==> src/rtl/ssp_pkg.sv <==
package ssp_pkg;

    typedef enum logic [1:0] {
        CK_EXT = 2'd0,
        CK_TMR = 2'd1,
        CK_D16 = 2'd2,
        CK_D8  = 2'd3
    } ck_sel_e;

    typedef struct packed {
        logic    wake;
        logic    lsb;
        logic    two_wire;
        ck_sel_e sel;
    } mode_t;

    localparam int MODE_W = $bits(mode_t);

    typedef enum logic [1:0] {
        ST_IDLE,
        ST_RUN,
        ST_EXT,
        ST_CMP
    } st_e;

endpackage

==> src/rtl/ssp_clkgen.sv <==
module ssp_clkgen
    import ssp_pkg::*;
#(
    parameter int DIV_SLOW = 16,
    parameter int DIV_FAST = 8
) (
    input  logic    clk,
    input  logic    rst_n,
    input  logic    run,
    input  logic    ext_en,
    input  ck_sel_e sel,
    input  logic    timer_tick,
    input  logic    sck_in,
    output logic    sck_int,
    output logic    fall_ev,
    output logic    rise_ev
);
    localparam int HS = DIV_SLOW / 2;
    localparam int HF = DIV_FAST / 2;
    localparam int PW = $clog2(HS) + 1;

    logic [PW-1:0] pre_q;
    logic [2:0]    sync_q;
    logic          tick;
    logic          wrap;

    // source select: a tick toggles the internal serial clock
    always_comb begin
        unique case (sel)
            CK_EXT: begin
                wrap = 1'b0;
                tick = 1'b0;
            end
            CK_TMR: begin
                wrap = 1'b0;
                tick = timer_tick;
            end
            CK_D16: begin
                wrap = (pre_q == PW'(HS - 1));
                tick = wrap;
            end
            CK_D8: begin
                wrap = (pre_q == PW'(HF - 1));
                tick = wrap;
            end
        endcase
    end

    always_ff @(posedge clk or negedge rst_n) begin
        if (!rst_n) begin
            pre_q   <= '0;
            sck_int <= 1'b1;
            sync_q  <= 3'b111;
        end else begin
            sync_q <= {sync_q[1:0], sck_in};
            if (!run) begin
                pre_q   <= '0;
                sck_int <= 1'b1;
            end else begin
                pre_q <= wrap ? '0 : pre_q + PW'(1);
                if (tick) begin
                    sck_int <= ~sck_int;
                end
            end
        end
    end

    always_comb begin
        if (run) begin
            fall_ev = tick & sck_int;
            rise_ev = tick & ~sck_int;
        end else begin
            fall_ev = ext_en & sync_q[2] & ~sync_q[1];
            rise_ev = ext_en & ~sync_q[2] & sync_q[1];
        end
    end

endmodule

==> src/rtl/ssp_shifter.sv <==
module ssp_shifter #(
    parameter int W = 8
) (
    input  logic         clk,
    input  logic         rst_n,
    input  logic         load,
    input  logic [W-1:0] load_data,
    input  logic         clr_cnt,
    input  logic         fall_ev,
    input  logic         rise_ev,
    input  logic         lsb,
    input  logic         din,
    output logic [W-1:0] shreg,
    output logic         out_bit,
    output logic         done_ev
);
    localparam int CW = $clog2(W);

    logic [CW-1:0] cnt_q;
    logic          last_bit;

    assign last_bit = (cnt_q == CW'(W - 1));
    assign done_ev  = rise_ev & last_bit;

    always_ff @(posedge clk or negedge rst_n) begin
        if (!rst_n) begin
            shreg   <= '0;
            cnt_q   <= '0;
            out_bit <= 1'b1;
        end else if (load) begin
            shreg   <= load_data;
            cnt_q   <= '0;
            out_bit <= 1'b1;
        end else begin
            // present the next bit on the falling edge
            if (fall_ev) begin
                out_bit <= lsb ? shreg[0] : shreg[W-1];
            end
            // sample on the rising edge
            if (rise_ev) begin
                shreg <= lsb ? {din, shreg[W-1:1]} : {shreg[W-2:0], din};
                cnt_q <= cnt_q + CW'(1);
                if (last_bit) begin
                    out_bit <= 1'b1;
                end
            end
            if (clr_cnt) begin
                cnt_q <= '0;
            end
        end
    end

endmodule

==> src/rtl/ssp_busy.sv <==
module ssp_busy (
    input  logic clk,
    input  logic rst_n,
    input  logic busy_set,
    input  logic busy_rel,
    input  logic fall_ev,
    output logic busy
);
    logic rel_pend_q;

    always_ff @(posedge clk or negedge rst_n) begin
        if (!rst_n) begin
            busy       <= 1'b0;
            rel_pend_q <= 1'b0;
        end else if (busy_set) begin
            busy       <= 1'b1;
            rel_pend_q <= 1'b0;
        end else begin
            if (busy_rel && busy) begin
                rel_pend_q <= 1'b1;
            end
            // a pending release takes effect only at a falling serial edge
            if (fall_ev && rel_pend_q) begin
                busy       <= 1'b0;
                rel_pend_q <= 1'b0;
            end
        end
    end

endmodule

==> src/rtl/sync_shift_port.sv <==
module sync_shift_port
    import ssp_pkg::*;
#(
    parameter int W        = 8,
    parameter int DIV_SLOW = 16,
    parameter int DIV_FAST = 8
) (
    input  logic              clk,
    input  logic              rst_n,
    input  logic              cfg_we,
    input  logic [MODE_W-1:0] cfg_wdata,
    input  logic              sar_we,
    input  logic [W-1:0]      sar_wdata,
    input  logic              data_we,
    input  logic [W-1:0]      data_wdata,
    output logic [W-1:0]      data_rdata,
    input  logic              timer_tick,
    input  logic              bus_release,
    input  logic              busy_set,
    input  logic              busy_rel,
    output logic              busy_o,
    input  logic              sck_in,
    output logic              sck_out,
    output logic              sck_oe,
    input  logic              sdi,
    output logic              sdo,
    output logic              sdo_oe,
    input  logic              sda_in,
    output logic              sda_pull,
    output logic              irq
);
    mode_t         mode_q;
    logic [W-1:0]  sar_q;
    logic          addr_pend_q;
    st_e           state_q;
    st_e           state_d;

    logic          ext_sel;
    logic          in_run;
    logic          in_ext;
    logic          fall_ev;
    logic          rise_ev;
    logic          done_ev;
    logic          out_bit;
    logic          load;
    logic          eff_lsb;
    logic          din;
    logic          addr_hit;

    assign ext_sel = (mode_q.sel == CK_EXT);
    assign in_run  = (state_q == ST_RUN);
    assign in_ext  = (state_q == ST_EXT);
    assign eff_lsb = mode_q.lsb & ~mode_q.two_wire;
    assign din     = mode_q.two_wire ? sda_in : sdi;
    assign load    = data_we & ((state_q == ST_IDLE) | in_ext);
    assign addr_hit = addr_pend_q & (data_rdata == sar_q);

    // configuration registers
    always_ff @(posedge clk or negedge rst_n) begin
        if (!rst_n) begin
            mode_q      <= '0;
            sar_q       <= '0;
            addr_pend_q <= 1'b0;
        end else begin
            if (cfg_we) begin
                mode_q <= mode_t'(cfg_wdata);
            end
            if (sar_we) begin
                sar_q <= sar_wdata;
            end
            if (bus_release) begin
                addr_pend_q <= 1'b1;
            end else if (state_q == ST_CMP) begin
                addr_pend_q <= 1'b0;
            end
        end
    end

    // state register
    always_ff @(posedge clk or negedge rst_n) begin
        if (!rst_n) begin
            state_q <= ST_IDLE;
        end else begin
            state_q <= state_d;
        end
    end

    // next-state logic
    always_comb begin
        state_d = state_q;
        unique case (state_q)
            ST_IDLE: begin
                if (ext_sel) begin
                    state_d = ST_EXT;
                end else if (data_we) begin
                    state_d = ST_RUN;
                end
            end
            ST_RUN: begin
                if (done_ev) begin
                    state_d = ST_CMP;
                end
            end
            ST_EXT: begin
                if (!ext_sel) begin
                    state_d = ST_IDLE;
                end else if (done_ev) begin
                    state_d = ST_CMP;
                end
            end
            ST_CMP: begin
                state_d = ST_IDLE;
            end
        endcase
    end

    // outputs
    always_comb begin
        irq = 1'b0;
        unique case (state_q)
            ST_IDLE, ST_RUN, ST_EXT: irq = 1'b0;
            ST_CMP:  irq = mode_q.wake ? addr_hit : 1'b1;
        endcase
        sck_oe   = ~ext_sel;
        sdo      = out_bit;
        sdo_oe   = ~mode_q.two_wire;
        sda_pull = mode_q.two_wire & (busy_o | (~mode_q.wake & ~out_bit));
    end

    ssp_clkgen #(
        .DIV_SLOW (DIV_SLOW),
        .DIV_FAST (DIV_FAST)
    ) u_clk (
        .clk        (clk),
        .rst_n      (rst_n),
        .run        (in_run),
        .ext_en     (in_ext),
        .sel        (mode_q.sel),
        .timer_tick (timer_tick),
        .sck_in     (sck_in),
        .sck_int    (sck_out),
        .fall_ev    (fall_ev),
        .rise_ev    (rise_ev)
    );

    ssp_shifter #(
        .W (W)
    ) u_shift (
        .clk       (clk),
        .rst_n     (rst_n),
        .load      (load),
        .load_data (data_wdata),
        .clr_cnt   (bus_release | cfg_we),
        .fall_ev   (fall_ev),
        .rise_ev   (rise_ev),
        .lsb       (eff_lsb),
        .din       (din),
        .shreg     (data_rdata),
        .out_bit   (out_bit),
        .done_ev   (done_ev)
    );

    ssp_busy u_busy (
        .clk      (clk),
        .rst_n    (rst_n),
        .busy_set (busy_set),
        .busy_rel (busy_rel),
        .fall_ev  (fall_ev),
        .busy     (busy_o)
    );

endmodule

==> config.mk <==
export PLATFORM = sky130hd
export DESIGN_NAME = sync_shift_port
export DESIGN_NICKNAME = d
export VERILOG_FILES = /design/src/rtl/ssp_pkg.sv /design/src/rtl/ssp_clkgen.sv /design/src/rtl/ssp_shifter.sv /design/src/rtl/ssp_busy.sv /design/src/rtl/sync_shift_port.sv
export SDC_FILE = /design/constraint.sdc
export NUM_CORES = 1
export LEC_CHECK = 0
export ABC_AREA = 1
export CORE_MARGIN = 2
export CORE_UTILIZATION = 50
export DETAILED_ROUTE_END_ITERATION = 8
export HOLD_SLACK_MARGIN = 0.08
export PLACE_DENSITY = 0.8
export RECOVER_POWER = 100
export SETUP_SLACK_MARGIN = 0.15
export SLEW_MARGIN = 10
export SYNTH_ARGS = -nofsm -noshare
export SYNTH_HDL_FRONTEND = slang
export SYNTH_HIERARCHICAL = 1
export SYNTH_SLANG_ARGS = --single-unit
export TNS_END_PERCENT = 1
==> constraint.sdc <==
create_clock -name clk -period 3.5 [get_ports clk]
set_input_delay 0.35 -clock clk [delete_from_list [all_inputs] [get_ports clk]]
set_output_delay 0.35 -clock clk [all_outputs]
set_load 0.02 [all_outputs]
* Yosys cells after proc, flatten, opt, wreduce, memory -nomap -nowiden *
Index checks and enable logic that the tools add are counted.

cells by class
  $add $sub $neg = 2
  equality and inequality tests = 12
  mux-type cells = 34
  bitwise gates (word level) = 22
  reductions and logical operators = 11

operators with widths
  cell                 count
  $mux 8               3
  $mux 1               18
  $and 1x1->1          12
  $mux 3               3
  $eq 2x2->1 const B   4
  $eq 8x8->1           1
  $mux 2               4
  $mux 4               2
  $pmux 2 s4           1
  $not 1->1            7
  $reduce_bool 2->1    3
  $reduce_bool 3->1    2
  $add 4x1->4 const B  1
  $eq 2x1->1 const B   2
  $eq 4x2->1 const B   1
  $eq 4x3->1 const B   1
  $logic_not 2->1      2
  $pmux 1 s4           1
  $add 3x1->3 const B  1
  $eq 3x3->1 const B   1
  $ne 3x3->1 const B   1
  $or 1x1->1           3
  $pmux 1 s3           1
  $reduce_or 3->1      1
  4 further kinds      5

word-level totals
  bits in registers = 38
  input bits = 33
  output and inout bits = 15
  logic and storage cells = 96

* Longest topological paths before layout *
Gate-level depths: netlist (run 1).

  word-level depth = 8
  depth in mapped cells = 11
  mapped depth without buffers = 11

* Cells and area by module *
The synthesis (run 1) kept the hierarchy.

by module, submodules not included
  module           instances  cells an instance  area an instance (um2)  seq. area each (um2)
  sync_shift_port  1          112                825.8                   400.4
  ssp_shifter      1          108                710.7                   301.5
  ssp_clkgen       1          44                 376.6                   205.2
  ssp_busy         1          9                  77.6                    50.0

* Worst setup path before layout (run 1) *
No wires, ideal clock.

  path type = register to register
  start point = register u_clk.pre_q[0]
  end point = register u_shift.shreg[4]
  setup time = 65 ps
  data arrival time = 1477 ps
  required time = 3435 ps
  setup slack = 1958 ps
  stages on the path, launching flop included = 11
  buffers on the path = 0
  period minus slack after synthesis = 1542 ps
  cell sequence = dfrtp_1 -> ha_1 -> nand2_1 -> nor2_1 -> nand2_2 -> nand2_1 -> nand3_1 -> nand2_1 -> nor2_1 -> a21oi_1 -> nand2_1

between the ends
  cells in the longest elaborated chain, start to end = 5
  elaborated cells on any way between the ends = 6
  classes of those cells = eq/ne: 2; mux: 2; bitwise: 1; reduce/logical: 1

ends and longest elaborated chain
  what                                      line                                RTL
  start: declaration                        ssp_clkgen.sv:22                    logic [PW-1:0] pre_q;
  start signal: assignment                  ssp_clkgen.sv:60                    pre_q <= wrap ? '0 : pre_q + PW'(1);
  $eq 4x2->1 or $eq 4x3->1 (tied branches)  ssp_clkgen.sv:43, ssp_clkgen.sv:39
  $pmux 1 s4 *                              ssp_clkgen.sv:29                    unique case (sel)
  $and 1x1->1 *                             ssp_clkgen.sv:71                    rise_ev = tick & ~sck_int;
  $mux 1 *                                  ssp_clkgen.sv:69                    if (run) begin
  named net rise_ev                         sync_shift_port.sv:42               logic rise_ev;
  $reduce_bool 2->1 (no line) *             n/a
  end signal: assignment                    ssp_shifter.sv:31                   shreg <= load_data;
  end signal: assignment                    ssp_shifter.sv:41                   shreg <= lsb ? {din, shreg[W-1:1]} : {shreg[W-2:0], din};
  end: declaration                          ssp_shifter.sv:13                   output logic [W-1:0] shreg,

The timed path passes the listed nets; every way through them passes the cells marked *.
A chain may end at the register's enable or synchronous reset.

==> out/metrics.csv, run 1 <==
metric,value,unit
setup.worst_path.class,input pin to async pin,
power_density,583,mW/mm^2
fin_hold_ws,0.366,ns
start_kind,input pin,
final_nets,361,
start_util,53.2,%
grt_pass1_wl,7240,um
fp.dieW,67.1,um
path_clk_slew,0.07,ns
dpl.hpwl,3280,um
viasPerCell,4.75,
ys_ff_latch,38,
async_flop_share,100,%
violations,"max-capacitance violations, max-slew violations",
setup-tns-final,0,ns
startpoint,rst_n,
drtPass1Iterations,4,
rsz0062_at_grt,false,
layout_commonest_cell,nand2_1,
cts_tree,yes,
cts_setup_buffers,0,
min_period,2.36,ns
crit_chain,dlygate4sd3_1 -> clkbuf_1,
hold_path.startpoint,u_clk/sync_q[0]$_DFF_PN1_,
grt_pass1_vias,1626,
synth_xor_area_share,0.880,%
ys_seq_area_share,48.1,%
ant_nets,0,
boundaryPins,48,
path_max_fanout,38,
vias,1775,
cp_slowest_stage_delay,1.46,ns
ys_types,26,
ctsHoldBuffers,0,
cp.arrival,2.35,ns
syn_inst,273,
num_rows,22,
total_power,1520,uW
fmax,424,MHz
syn2layout_area_growth,30.5,%
wl_per_cell,11.7,um
gp_congestion,0.793,
setup_viol,0,
hold_viol_final,0,
root_buffer,clkbuf_8,
pre_cts_slack,1.53,ns
post_cts_resized,0,
yosys.area_share.simple,30.6,%
cp_num_buf_inv,2,
cts_sinks,38,
synthMuxAreaShare,1.13,%
final_cell_mix,"nand2_1, inv_1, dfrtp_1, clkdlybuf4s50_1, nor2_1",
min_path_type,flop to flop,
synth-compound-area-share,7.61,%
dieArea,0.00450,mm^2
rr_startpoint,u_clk/pre_q[0]$_DFF_PN0_,
htree_levels,2,
synthesis.nets,309,
cts_buffers,5,
wl,4370,um
antenna_found_initial,0,
worst_pin_slew,2.06,ns
syn_area_per_cell,7.29,um^2
antenna_cells,0,
slowest_stage,clkbuf_1,
layout_setup_ws,1.14,ns
cp_top_family,buffers and inverters,
portBuffers,47,
synthFlopType,dfrtp_1,
maxSlewViolCount,39,
synth-edff-count,0,
final.setup_skew,0.00181,ns
fp.coreArea,0.00374,mm^2
clk_latency,0.29,ns
drive_gt1_share,6.75,%
outcome,"complete, but fails checks",
die_y,67.1,um
slew_headroom,-37.1,%
required,3.50,ns
track_usage,21.9,%
leakage,0.00139,uW
synth_top_family_by_area,simple AND/OR/NAND/NOR gates,
grt_max_degree,39,
vdd_drop_max,304,uV
cts_buffer_depth,2,
drt_iter0_markers,115,
yosys_warnings,6,
drc,0,
yosys.area_share.adder,1.89,%
overflow,0,
period_share,67.4,%
syn-cell-area,0.00199,mm^2
critPathCaptureType,async pin,
max_cap_viol_count,1,
-- layer usage --
layer  track usage (%)  up-vias  share of wire [%]
met5                 0        -                  0
met2              36.3       44                 47
met1              28.0      797                 47
met3              5.24        6                4.6
li1                  -      928                  -
met4              6.89        0                1.6
-- Yosys cell counts (2+ instances only) --
cell,instances,share of area (%)
mux2_2,2,1.1
buf_2,3,0.75
dfstp_2,5,6.6
a21oi_1,9,2.3
nor2_2,2,0.63
dfrtp_1,33,41
nand2_1,103,19
nand2_2,2,0.63
inv_1,43,8.1
a21oi_2,2,0.88
o21ai_0,14,3.5
nand3_1,11,2.8
clkinv_1,3,0.57
nor2_1,26,4.9
ha_1,3,1.9
nand4_1,2,0.63
-- state kept, by name, summed over array words and instances (netlist names) --
signal	count
addr_pend_q	1
u_shift/out_bit	1
u_clk/sync_q	3
u_clk/pre_q	4
u_busy/busy	1
u_shift/shreg	8
u_shift/cnt_q	3
u_busy/rel_pend_q	1
u_clk/sck_int	1
state_q	2
mode_q	5
sar_q	8
-- report_power, final --
part	switching (uW)	internal [uW]	total, uW
Sequential	117	548	665
Clock	149	159	308
Combinational	302	241	543
-- stage by stage --
stage          util, %  instances  area (um^2)
6_report          69.4        374         2600
5_1_grt           69.4        374         2600
4_1_cts           69.6        374         2610
3_5_place_dp      67.1        366         2510
3_3_place_gp      67.1        366         2510
2_1_floorplan        -        273         1990
-- final cells by class --
type                            count  area (um^2)
Clock buffer                        7         86.3
Inverter                           46          173
Timing Repair Buffer               49          482
Tap cell                           48         60.1
Multi-Input combinational cell    185          836
Fill cell                         331         1140
Clock inverter                      1         5.00
Sequential cell                    38          957
-- final timing paths --
check / endpoint / slack [ns] / cells past startpoint
worst max-delay path: u_shift/shreg[2]$_DFFE_PN0P_ / 1.14 / 2
worst min-delay path: u_clk/sync_q[1]$_DFF_PN1_ / 0.37 / 0
worst max register to register: u_shift/shreg[3]$_DFFE_PN0P_ / 1.63 / 10
worst min register to register: u_clk/sync_q[1]$_DFF_PN1_ / 0.37 / 0
max in group clk: irq / 1.16 / 7
min in group asynchronous: u_shift/cnt_q[0]$_DFFE_PN0P_ / 1.18 / 2
-- logic make-up after synthesis --
family                   after synthesis
AND/OR/NAND/NOR                      150
buffers and inverters                 50
flip-flops                            38
AO/OA/AOI/OAI                         28
adder cells (fa/ha/maj)                3
XOR/XNOR                               2
multiplexers                           2
(Power assumes the default switching activity.)
==> run 2, diff against run 1 <==
- CORE_UTILIZATION: 50 -> 49
- PLACE_DENSITY: 0.8 -> 0.79
- clock period: 3.5 -> 2.5 ns (I/O delays scaled with it)
==> out/metrics.csv, run 2 (same netlist as run 1, synthesis figures left out) <==
metric,value,unit,change
boundaryPins,48,,unchanged
path_clk_slew,0.07,ns,about the same
cts_sinks,38,,unchanged
fmax,452,MHz,
pre_cts_slack,0.639,ns,-0.895 ns
r2r_cells,10,,unchanged
hold_viol_final,0,,unchanged
worst_pin_slew,1.95,ns,-0.109 ns
htree_levels,2,,unchanged
wl_per_cell,11.3,um,-3.1%
fin_area,0.00262,mm^2,+0.63%
cp_top_family,buffers and inverters,,
wl_met3,188,um,-5.5%
path_depth,7,,+5
period_share,88.5,%,
rr_startpoint,u_clk/pre_q[0]$_DFF_PN0_,,
required,2.25,ns,-1.25 ns
final_nets,361,,unchanged
cp.arrival,1.96,ns,-0.39 ns
startpoint,u_shift/shreg[0]$_DFFE_PN0P_,,
drc,0,,unchanged
grt_pass1_wl,6820,um,-5.8%
grt_pass1_vias,1556,,-4.3%
drive_gt1_share,7.06,%,+0.31 points
fp.coreArea,0.00394,mm^2,+5.3%
final.setup_skew,0.00490,ns,+0.00309 ns
crit_chain,inv_1 -> nand2_1 -> nand3_1 -> nor2_1 -> nand3_1 -> a21oi_2 -> dlygate4sd3_1,,
drtPass1Iterations,4,,unchanged
cts_buffers,5,,unchanged
grt_max_degree,39,,unchanged
vias,1763,,-0.68%
path_max_fanout,6,,-84%
setup.worst_path.class,flop to output pin,,
outcome,"complete, but fails checks",,
min_path_type,flop to flop,,
power_density,828,mW/mm^2,+42%
slowest_stage,dlygate4sd3_1,,
clk_latency,0.28,ns,about the same
max_cap_viol_count,1,,unchanged
violations,"max-capacitance violations, max-slew violations",,
fill_cells,322,,-2.7%
endpoint,irq,,
worst-r2r-setup-slack,0.61,ns,-1.02 ns
postPlaceCellArea,0.00251,mm^2,about the same
die_y,67.7,um,+0.96%
post_cts_resized,0,,unchanged
antenna_cells,0,,unchanged
start_kind,flop,,
dpl.hpwl,3160,um,-3.8%
setup-tns-final,0,ns,unchanged
start_util,50.5,%,-2.7 points
worst_path_most_repeated_cell,nand3_1,,
cts_buffer_depth,2,,unchanged
setup_viol,0,,unchanged
dieArea,0.00459,mm^2,+1.9%
layout_commonest_cell,nand2_1,,
routed.top_layer,met4,,
cp_num_buf_inv,2,,unchanged
wl_met1,2000,um,-2.9%
track_usage,20.1,%,-1.8 points
final_cell_mix,"nand2_1, inv_1, dfrtp_1, clkdlybuf4s50_1, nor2_1",,
viasPerCell,4.69,,-1.2%
cts_tree,yes,,
r2r_end,u_shift/shreg[1]$_DFFE_PN0P_,,
ant_nets,0,,unchanged
vdd_drop_max,543,uV,+79%
cp_slowest_stage_delay,0.69,ns,-0.77 ns
wl,4260,um,-2.6%
fp.dieW,67.7,um,+0.96%
cts_setup_buffers,0,,unchanged
gp_congestion,0.794,,+0.15%
overflow,0,,unchanged
rsz0062_at_grt,false,,
min_period,2.21,ns,
drt_iter0_markers,88,,-23%
syn2layout_area_growth,31.4,%,
maxSlewViolCount,39,,unchanged
slew_headroom,-29.8,%,+7.3 points
critPathCaptureType,output pin,,
layout_setup_ws,0.288,ns,-0.854 ns
num_rows,23,,+4.5%
top_regs,"sar_q (8), u_shift/shreg (8), mode_q (5)",,
portBuffers,47,,unchanged
ctsHoldBuffers,0,,unchanged
dr_wl_met2,2040,um,about the same
leakage,0.00140,uW,+0.69%
root_buffer,clkbuf_8,,
antenna_found_initial,0,,unchanged
## run 2: how the worst min path moves through the flow
stage / start / to / slack (ns) / cells after the start
2_1_floorplan: rst_n / addr_pend_q$_DFFE_PN0P_ / -0.05 / 0
3_3_place_gp: u_clk/sync_q[0]$_DFF_PN1_ / u_clk/sync_q[1]$_DFF_PN1_ / 0.35 / 0
3_5_place_dp: u_clk/sync_q[0]$_DFF_PN1_ / u_clk/sync_q[1]$_DFF_PN1_ / 0.35 / 0
4_1_cts: rst_n / state_q[0]$_DFFE_PN0P_ / 0.08 / 1
5_1_grt: u_clk/sync_q[0]$_DFF_PN1_ / u_clk/sync_q[1]$_DFF_PN1_ / 0.37 / 0
6_report: u_clk/sync_q[0]$_DFF_PN1_ / u_clk/sync_q[1]$_DFF_PN1_ / 0.36 / 0
## run 2: layer usage
metal	track usage [%]	up-vias
li1	-	929
met1	27.7	791
met2	31.3	41
met3	4.67	2
met4	6.12	0
met5	0	-
## run 2: worst register-to-register path, cell delays in order, from the launching register on
cell     delay, ns
dfrtp_1       0.40
ha_1          0.23
nand2_1       0.06
nor2_1        0.04
nand2_1       0.11
nand2_1       0.09
nand3_1       0.07
nand2_1       0.13
nor2_1        0.45
a21oi_1       0.16
nand2_1       0.09
## run 2: through the flow
| stage | hold WS, ns | cells | utilization (%) | power (uW) |
|---|---|---|---|---|
| 3_3_place_gp | 0.346 | 368 | 63.7 | 1710 |
| 5_1_grt | 0.368 | 376 | 66.3 | 2330 |
| 4_1_cts | 0.0818 | 376 | 66.5 | 2220 |
| 2_1_floorplan | -0.0456 | 273 | - | 1390 |
| 3_5_place_dp | 0.347 | 368 | 63.7 | 1730 |
| 6_report | 0.362 | 376 | 66.3 | 2170 |
## run 2: power breakdown
group | internal (uW) | leakage, uW | switching, uW
Combinational | 338 | 0.000887 | 419
Clock | 278 | 0.0000575 | 200
Sequential | 768 | 0.000451 | 163
Total | 1380 | 0.00140 | 782
## run 2: layout make-up
| cell class | instances | area (um^2) | area share (%) |
|---|---|---|---|
| flip-flops and latches | 38 | 957 | 36.6 |
| multi-input cells | 185 | 833 | 31.9 |
| repair buffers | 49 | 479 | 18.3 |
| inverters | 46 | 173 | 6.60 |
| clock buffers | 8 | 110 | 4.21 |
| well taps | 50 | 62.6 | 2.39 |
==> run 3, diff against run 2 <==
- GPL_TIMING_DRIVEN: unset -> 0
==> out/metrics.csv, run 3 (same netlist as run 1, synthesis figures left out) <==
metric,value,unit,change
outcome,"complete, but fails checks",,
violations,"max-capacitance violations, max-slew violations",,
drc,0,,unchanged
slew_headroom,-5.54,%,+24 points
htree_levels,2,,unchanged
fp.dieW,67.7,um,unchanged
track_usage,20.6,%,+0.57 points
total_power,2070,uW,-4.3%
cts_buffers,5,,unchanged
critPathCaptureType,output pin,,
final.setup_skew,0.00426,ns,-0.000637 ns
setup.worst_path.class,flop to output pin,,
worst_pin_slew,1.58,ns,-0.366 ns
grt_pass1_vias,1609,,+3.4%
power_density,796,mW/mm^2,-3.9%
start_util,50.5,%,unchanged
dieArea,0.00459,mm^2,unchanged
min_period,2.21,ns,-0.00316 ns
routed.top_layer,met4,,
wl_met1,1970,um,-1.5%
final_nets,364,,+0.83%
ctsHoldBuffers,1,,+1
vias,1774,,+0.62%
wl_met3,214,um,+14%
utilization,66.0,%,-0.32 points
post_cts_resized,0,,unchanged
wl,4210,um,-1.0%
drtPass1Iterations,4,,unchanged
drive_gt1_share,7.01,%,-0.043 points
vdd_drop_max,412,uV,-24%
cts_tree,yes,,
layout.cells.non_filler,378,,+0.53%
cts_sinks,38,,unchanged
root_buffer,clkbuf_8,,
die_y,67.7,um,unchanged
setup_viol,0,,unchanged
dpl.hpwl,3170,um,+0.32%
antenna_found_initial,0,,unchanged
ant_nets,0,,unchanged
min_path_type,input pin to flop,,
maxSlewViolCount,38,,-2.6%
drt_iter0_markers,136,,+55%
hold_viol_final,0,,unchanged
cts_setup_buffers,0,,unchanged
clk_latency,0.29,ns,about the same
placed_cells,370,,+0.54%
worst-r2r-setup-slack,0.58,ns,-0.03 ns
num_rows,23,,unchanged
grt_max_degree,38,,-2.6%
setup-tns-final,0,ns,unchanged
gp_congestion,0.789,,-0.63%
required,2.25,ns,about the same
dr_wl_met2,1960,um,-4.0%
cts_buffer_depth,2,,unchanged
start_kind,flop,,
path_max_fanout,6,,unchanged
cp.arrival,1.96,ns,about the same
top_regs,"sar_q (8), u_shift/shreg (8), mode_q (5)",,
fmax,453,MHz,+0.14%
period_share,88.3,%,-0.13 points
overflow,0,,unchanged
syn2layout_area_growth,30.7,%,
portBuffers,46,,-2.1%
leakage,0.00140,uW,+0.35%
layout_commonest_cell,nand2_1,,
antenna_cells,0,,unchanged
rsz0062_at_grt,false,,
max_cap_viol_count,1,,unchanged
boundaryPins,48,,unchanged
wl_per_cell,11.1,um,-1.6%
path_clk_slew,0.07,ns,about the same
viasPerCell,4.69,,about the same
final_cell_mix,"nand2_1, inv_1, dfrtp_1, clkdlybuf4s50_1, nor2_1",,
fp.coreArea,0.00394,mm^2,unchanged
grt_pass1_wl,6980,um,+2.4%
==> run 3: area by class of cell <==
type,count,area [um^2]
plain buffers,4,21.3
clock buffers,5,68.8
clock inverters,2,10.0
fillers,343,1340
inverters,46,173
multi-input cells,185,833
flip-flops and latches,38,957
well taps,50,62.6
repair buffers,48,477
==> run 3: worst paths after layout <==
kind | startpoint | to | depth (start not counted)
worst max-delay path | u_shift/shreg[6]$_DFFE_PN0P_ | irq | 8
worst min-delay path | cfg_we | mode_q[3]$_DFFE_PN0P_ | 2
worst max register to register | u_clk/pre_q[0]$_DFF_PN0_ | u_shift/shreg[1]$_DFFE_PN0P_ | 10
worst min register to register | u_clk/sync_q[0]$_DFF_PN1_ | u_clk/sync_q[1]$_DFF_PN1_ | 0
max in group asynchronous | rst_n | sar_q[1]$_DFFE_PN0P_ | 3
min in group asynchronous | rst_n | u_clk/sync_q[0]$_DFF_PN1_ | 2
==> run 3: critical path, stage by stage, from the launching register on <==
cell           delay [ns]
dfrtp_1              0.45
inv_1                0.09
nand2_1              0.05
nand2_1              0.05
nand2_1              0.05
nor2_1               0.08
nand3_1              0.10
a21oi_2              0.11
dlygate4sd3_1        0.68
==> run 3: report_power, final <==
part | leakage, uW | internal (uW) | switching, uW
logic | 0.000905 | 339 | 417
registers | 0.000451 | 768 | 160
clock network | 0.0000438 | 187 | 201
==> run 3: per-layer routing <==
metal  vias up  GRT usage [%]
met5         -              0
met4         0           8.16
met3         8           4.67
met2        36           32.2
met1       796           27.7
li1        934              -
==> run 3: per-stage QoR <==
step / hold slack, ns / setup slack (ns) / instance area [um^2]
2_1_floorplan: -0.0456 / 0.958 / 1990
3_3_place_gp: 0.347 / 0.344 / 2510
3_5_place_dp: 0.225 / 0.621 / 2530
4_1_cts: 0.280 / 0.331 / 2620
5_1_grt: 0.303 / 0.103 / 2600
6_report: 0.288 / 0.292 / 2600
